[src/rtl/agearb_pkg.sv]
package agearb_pkg;

  // Width of a per-row tally able to hold the values 0..n.
  function automatic int unsigned tally_width(input int unsigned n);
    return (n < 2) ? 1 : $clog2(n + 1);
  endfunction

endpackage

[src/rtl/age_bit_matrix.sv]
// Storage of relative age: bit [r][c] = 1 means r was served after c.
module age_bit_matrix #(
  parameter int unsigned N = 8
) (
  input  logic                  clk,
  input  logic                  rst_n,
  input  logic                  upd_en,
  input  logic [N-1:0]          win_oh,
  output logic [N-1:0][N-1:0]   rows
);

  logic [N-1:0][N-1:0] rows_q;
  logic [N-1:0][N-1:0] rows_d;

  // Next state: winner row filled with ones, then winner column cleared.
  always_comb begin
    for (int r = 0; r < N; r++) begin
      for (int c = 0; c < N; c++) begin
        if (win_oh[c]) begin
          rows_d[r][c] = 1'b0;
        end else if (win_oh[r]) begin
          rows_d[r][c] = 1'b1;
        end else begin
          rows_d[r][c] = rows_q[r][c];
        end
      end
    end
  end

  always_ff @(posedge clk or negedge rst_n) begin
    if (!rst_n) begin
      rows_q <= '0;
    end else if (upd_en) begin
      rows_q <= rows_d;
    end
  end

  assign rows = rows_q;

endmodule

[src/rtl/age_row_tally.sv]
// Counts, for every row, the set bits that fall in eligible columns.
module age_row_tally
  import agearb_pkg::*;
#(
  parameter int unsigned N  = 8,
  parameter int unsigned CW = tally_width(N)
) (
  input  logic [N-1:0][N-1:0]  rows,
  input  logic [N-1:0]         elig,
  output logic [N-1:0][CW-1:0] tally
);

  for (genvar r = 0; r < N; r++) begin : g_row
    logic [N-1:0]  masked;
    logic [CW-1:0] acc;

    assign masked = rows[r] & elig;

    always_comb begin
      acc = '0;
      for (int c = 0; c < N; c++) begin
        acc = acc + CW'(masked[c]);
      end
    end

    assign tally[r] = acc;
  end

endmodule

[src/rtl/age_pick_oldest.sv]
// Selects the eligible row with the smallest tally; lowest index on ties.
module age_pick_oldest #(
  parameter int unsigned N  = 8,
  parameter int unsigned CW = 4
) (
  input  logic [N-1:0]         elig,
  input  logic [N-1:0][CW-1:0] tally,
  output logic [N-1:0]         win_oh,
  output logic                 any
);

  logic [CW-1:0] best;
  logic          found;

  always_comb begin
    win_oh = '0;
    best   = '0;
    found  = 1'b0;
    for (int i = 0; i < N; i++) begin
      if (elig[i] && (!found || (tally[i] < best))) begin
        win_oh    = '0;
        win_oh[i] = 1'b1;
        best      = tally[i];
        found     = 1'b1;
      end
    end
  end

  assign any = found;

endmodule

[src/rtl/age_matrix_arbiter.sv]
module age_matrix_arbiter
  import agearb_pkg::*;
#(
  parameter int unsigned N = 8
) (
  input  logic         clk,
  input  logic         rst_n,
  input  logic [N-1:0] req,
  output logic [N-1:0] gnt,
  output logic         gnt_valid
);

  localparam int unsigned CW = tally_width(N);

  if (N == 2) begin : g_pair
    // Single bit naming the older side: 0 -> requester 0 is older.
    logic older_q;
    logic older_d;
    logic upd_en;
    logic [1:0] win;

    always_comb begin
      win[0] = req[0] & (~req[1] | ~older_q);
      win[1] = req[1] & (~req[0] |  older_q);
    end

    assign upd_en  = |req;
    assign older_d = win[0];

    always_ff @(posedge clk or negedge rst_n) begin
      if (!rst_n) begin
        older_q <= 1'b0;
      end else if (upd_en) begin
        older_q <= older_d;
      end
    end

    assign gnt       = win;
    assign gnt_valid = upd_en;

  end else begin : g_matrix
    logic [N-1:0][N-1:0]  rows;
    logic [N-1:0][CW-1:0] tally;
    logic [N-1:0]         win_oh;
    logic                 any;

    age_bit_matrix #(.N(N)) u_store (
      .clk    (clk),
      .rst_n  (rst_n),
      .upd_en (any),
      .win_oh (win_oh),
      .rows   (rows)
    );

    age_row_tally #(.N(N), .CW(CW)) u_tally (
      .rows  (rows),
      .elig  (req),
      .tally (tally)
    );

    age_pick_oldest #(.N(N), .CW(CW)) u_pick (
      .elig   (req),
      .tally  (tally),
      .win_oh (win_oh),
      .any    (any)
    );

    assign gnt       = win_oh;
    assign gnt_valid = any;
  end

endmodule

[config.mk]
export PLATFORM = sky130hd
export DESIGN_NAME = age_matrix_arbiter
export DESIGN_NICKNAME = d
export VERILOG_FILES = /design/src/rtl/agearb_pkg.sv /design/src/rtl/age_bit_matrix.sv /design/src/rtl/age_row_tally.sv /design/src/rtl/age_pick_oldest.sv /design/src/rtl/age_matrix_arbiter.sv
export SDC_FILE = /design/constraint.sdc
export NUM_CORES = 1
export LEC_CHECK = 0
export BUFFER_PORTS_ARGS = -buffer_cell sky130_fd_sc_hd__buf_2
export CELL_PAD_IN_SITES_DETAIL_PLACEMENT = 1
export CELL_PAD_IN_SITES_GLOBAL_PLACEMENT = 1
export CORE_MARGIN = 4
export CORE_UTILIZATION = 50
export DETAILED_ROUTE_END_ITERATION = 12
export PLACE_DENSITY = 0.79
export SLEW_MARGIN = 20
export SYNTH_ARGS = -nofsm -noshare
export SYNTH_HDL_FRONTEND = slang
export SYNTH_HIERARCHICAL = 1
export SYNTH_SLANG_ARGS = --single-unit
[constraint.sdc]
create_clock -name clk -period 41.8 [get_ports clk]
set_clock_uncertainty 0.15 [all_clocks]
set_input_delay 12.54 -clock clk [delete_from_list [all_inputs] [get_ports clk]]
set_output_delay 12.54 -clock clk [all_outputs]
set_load 0.05 [all_outputs]
## Word-level counts from Yosys, hierarchy flattened

Cells that the tools add are included.

- Register bits: 56
- Input bits: 10
- Output and inout port bits: 9
- Word-level logic and storage cells: 291

- $add $sub $neg: 56
- $lt $le $gt $ge: 7
- Multiplexer cells: 87
- Bitwise gates (word level): 8
- Reduce and logical (&&, ||, !) cells: 77

Operators with widths:

| cell | number |
|---|---|
| $add 4x1->4 | 48 |
| $mux 1 | 73 |
| $and 8x8->8 | 7 |
| $mux 8 | 7 |
| $reduce_and 2->1 | 28 |
| $reduce_bool 2->1 | 28 |
| $lt 4x4->1 | 7 |
| $mux 4 | 7 |
| $add 1x1->2 | 8 |
| $and 7x8->8 | 1 |
| $logic_and 1x1->1 | 7 |
| $logic_not 1->1 | 7 |
| $logic_or 1x1->1 | 7 |

## Logic depth before layout (Yosys ltp)

- Word-level depth: 39
- Depth in mapped cells: 67
- Depth with buffers taken out: 63

## Cells and area by module

Netlist, hierarchy kept.

Modules (own cells, without submodules):

| module | instances | cells an instance | area each (um^2) | sequential area each (um^2) |
|---|---|---|---|---|
| age_bit_matrix | 1 | 146 | 2,042.0 | 1,401.3 |
| age_row_tally | 1 | 202 | 1,629.1 | 0.0 |
| age_pick_oldest | 1 | 191 | 1,451.4 | 0.0 |

## Least setup slack after synthesis

No wires, ideal clock.

- Path type: in2out
- Start: input port req[1]
- End: output port gnt[3]
- Arrival: 25.818 ns
- Data required time: 29.110 ns
- Slack: 3.292 ns
- Stages on the path: 60
- Buffers on the path: 2
- Path through: nand2_1 > fa_1 > fa_1 > inv_1 > fa_1 > ha_1 > inv_1 > fa_1 > xnor2_1 > nand2_1 > ha_1 > nand3_1 > o211ai_1 > mux2i_1 > inv_1 > ha_1 > a211oi_1 > nand2_1 > [24 not listed] > mux2i_1 > ha_1 > o21a_1 > o32ai_2 > o21ai_2 > nor3_1 > a21oi_2 > o31ai_4 > mux2_1 > ha_1 > a21o_1 > nand2_1 > nand3b_1 > o21bai_1 > o311ai_1 > a31oi_2 > o311ai_4 > nor4_1

RTL lines:

| element | RTL line | RTL |
|---|---|---|
| start: declaration | age_matrix_arbiter.sv:8 | `input logic [N-1:0] req,` |
| end: declaration | age_matrix_arbiter.sv:9 | `output logic [N-1:0] gnt,` |

==> summary.txt <==
GRT
  – Vias in the first global route: 4268
  – Initial antenna violation count: 0
  – Total gr overflow: 0
  – Tot GR Track Use: 23.97%
  – First-pass GRT wire length: 21940 um
  – Largest net degree at the start of global routing: 57

Critical path
  – CP max stage delay: 0.66 ns
  – End of the worst register-to-register path: g_matrix.u_store/rows[3]
  – R2r setup slk: 26.20 ns
  – Critical-path top delay cell: nor4_1
  – Critical Path RT: 29.11 ns
  – Critical path type: in2out
  – Worst EP arrival: 27.74 ns
  – Most repeated library cell on the critical path: ha_1
  – Worst Setup End Kind: output port
  – R2R cell count: 61
  – Element type at the critical path start: primary input
  – Critical-path maximum fanout: 18
  – Worst r2r src: g_matrix.u_store/rows[1]

Cells and area
  – Area of the multi-input gates: 3272 um^2
  – Reg area: 1401 um^2
  – Fillers: 1143
  – Commonest non-fill, non-tap cell in the layout: inv_1
  – Util after Layout: 54.16%
  – Largest register FFs: 56
  – Final nets: 636
  – Synthesis-to-finish area growth: 4.299%
  – Share of cells above drive strength 1: 10.18%
  – Most frequent cells in the layout: inv_1 (83), o21a_1 (60), nand2_1 (58)
  – Diodes inserted: 0

STA
  – Final Max Tran Viols: 0
  – Fmax: 0.02474 GHz
  – Setup-failing EPs final: 0
  – Period utilization: 96.72%
  – Final hold vios: 0
  – Slew margin rel.: 45.58%
  – Final hold slack: 0.3427 ns
  – Setup TNS Final: 0 ns
  – Worst-Margin Slew: 0.8088 ns
  – RSZ-0062 raised after global routing: false
  – Post-layout min period: 40.43 ns

Floorplanning
  – Initial core utilization: 51.93%
  – Die X: 109.2 um
  – Die area: 11930 um^2
  – Core area: 9864 um^2
  – Rows: 36
  – Io pins: 19
  – Die Y: 109.2 um

Status
  – Outcome: finished, final reports clean

Yosys
  – Syn Std Cell Area: 5122 um^2
  – Yosys cell types: 62
  – Post-synthesis async set-or-reset flop share: 100.0%
  – Yosys top cell by area: dfrtp_1
  – Synth Register Bits: 56
  – Synth warn: 6
  – Area contributors post-synth: dfrtp_1 (27%), fa_1 (13%), ha_1 (11%), o21a_1 (8.8%), inv_1 (6.1%)
  – Share of the synthesized area in the top cell type: 27.36%
  – Cells after synthesis: 539
  – Synthesized area per cell: 9.504 um^2
  – Most used DFF post-synth: dfrtp_1
  – Seq/Total Area, Yosys: 27.36%
  – Post-synth EDFFs: 0

Hold path
  – Worst hold stages: 1
  – Hold path endpoint: g_matrix.u_store/rows[31]
  – Hold_sp: g_matrix.u_store/rows[31]
  – Hold Crit Class: reg2reg

Drt
  – Vias per inst: 5.603
  – Final WL: 13190 um
  – ANT nets after route: 0
  – DR pass1 iterations: 4
  – Drt initial violations: 131
  – Drt wl/cell: 19.32 um
  – Routed via count: 3827
  – DRC Markers: 0

Clock tree
  – CTS root buf: clkbuf_8
  – Max Root-Sink Buffers: 2
  – CTS Hold Buffers Added: 0
  – Clock Pin Slew Worst Setup and Hold Paths: 0.09 ns
  – CTS tree: done
  – Clk_lat worst skew: 0.31 ns
  – Depth of the CTS H-tree: 2
  – CTS resizes: 0
  – Post-CTS setup buffers: 0
  – TritonCTS buffer count: 5
  – # clock sinks: 56

Place
  – Port bufs: 18
  – HPWL after DPL: 10620 um
  – GPL Wtd Cong: 0.8170

Run
  – Max Cap Violations: 0
layout make-up:
type	count	share of cell area, %
Clock buffer	8	1.686
Timing Repair Buffer	19	1.827
Sequential cell	56	26.23
Multi-Input combinational cell	383	61.24
Tap cell	133	3.115
Inverter	84	5.902
synth_stat cells, drive strengths merged, types with 4 or more instances:
| master | n |
|---|---|
| a211oi | 8 |
| a21o | 4 |
| a21oi | 19 |
| a31oi | 4 |
| and2 | 36 |
| buf | 23 |
| dfrtp | 56 |
| fa | 32 |
| ha | 45 |
| inv | 84 |
| mux2 | 6 |
| mux2i | 12 |
| nand2 | 59 |
| nand2b | 4 |
| nand3 | 7 |
| nor2 | 7 |
| nor2b | 9 |
| nor3 | 5 |
| nor4 | 5 |
| o211ai | 6 |
| o21a | 60 |
| o21ai | 10 |
| xnor2 | 8 |
kinds of logic (layout without fill, tap and decap cells):
kind of cell	count (synthesis)	count (layout)	synth area share [%]
AO/OA/AOI/OAI	130	130	19.93
buffers and inverters	107	111	9.282
AND/OR/NAND/NOR	142	142	14.83
adder cells (fa/ha/maj)	77	77	23.50
multiplexers	18	18	3.664
XOR/XNOR	8	8	1.368
flip-flops	56	56	27.36
other	1	8	0.07321
worst max-delay path by stage:
| stage | from | to | slack (ns) | cells after the start |
|---|---|---|---|---|
| 2_1_floorplan | req[1] | gnt[3] | 3.29 | 60 |
| 3_3_place_gp | req[1] | gnt[3] | 1.88 | 62 |
| 3_5_place_dp | req[1] | gnt[3] | 1.35 | 61 |
| 4_1_cts | req[1] | gnt[3] | 1.30 | 61 |
| 5_1_grt | req[0] | gnt[3] | 0.17 | 60 |
| 6_report | req[1] | gnt[3] | 1.37 | 61 |
per-layer routing:
layer | vias up | track usage, % | part of all wire [%]
met5 | - | 0 | 0
met4 | 0 | 5.254 | 1.0
met3 | 12 | 3.375 | 2.7
met2 | 50 | 41.14 | 50
met1 | 1953 | 32.31 | 46
li1 | 1812 | - | -
through the flow:
stage / cell area, um^2 / cells / worst slack (ns)
finish: 5343 / 683 / 1.372
global route: 5343 / 683 / 0.1738
CTS: 5343 / 683 / 1.304
detailed placement: 5253 / 675 / 1.348
global placement: 5253 / 675 / 1.883
floorplan: 5149 / 546 / 3.292
worst max-delay path: cells and delay by family:
family                     cells  cell delay, ns
AOI/OAI and AO/OA             25            5.76
xor gates and xnor gates       1            0.14
adders and majority gates     12            4.41
buffers and inverters          7            1.11
muxes                          6            1.84
and+or+nand+nor               10            1.91
Power is not shown: default switching activity piles up to over one toggle a cycle in this logic, so the estimate is an artifact.
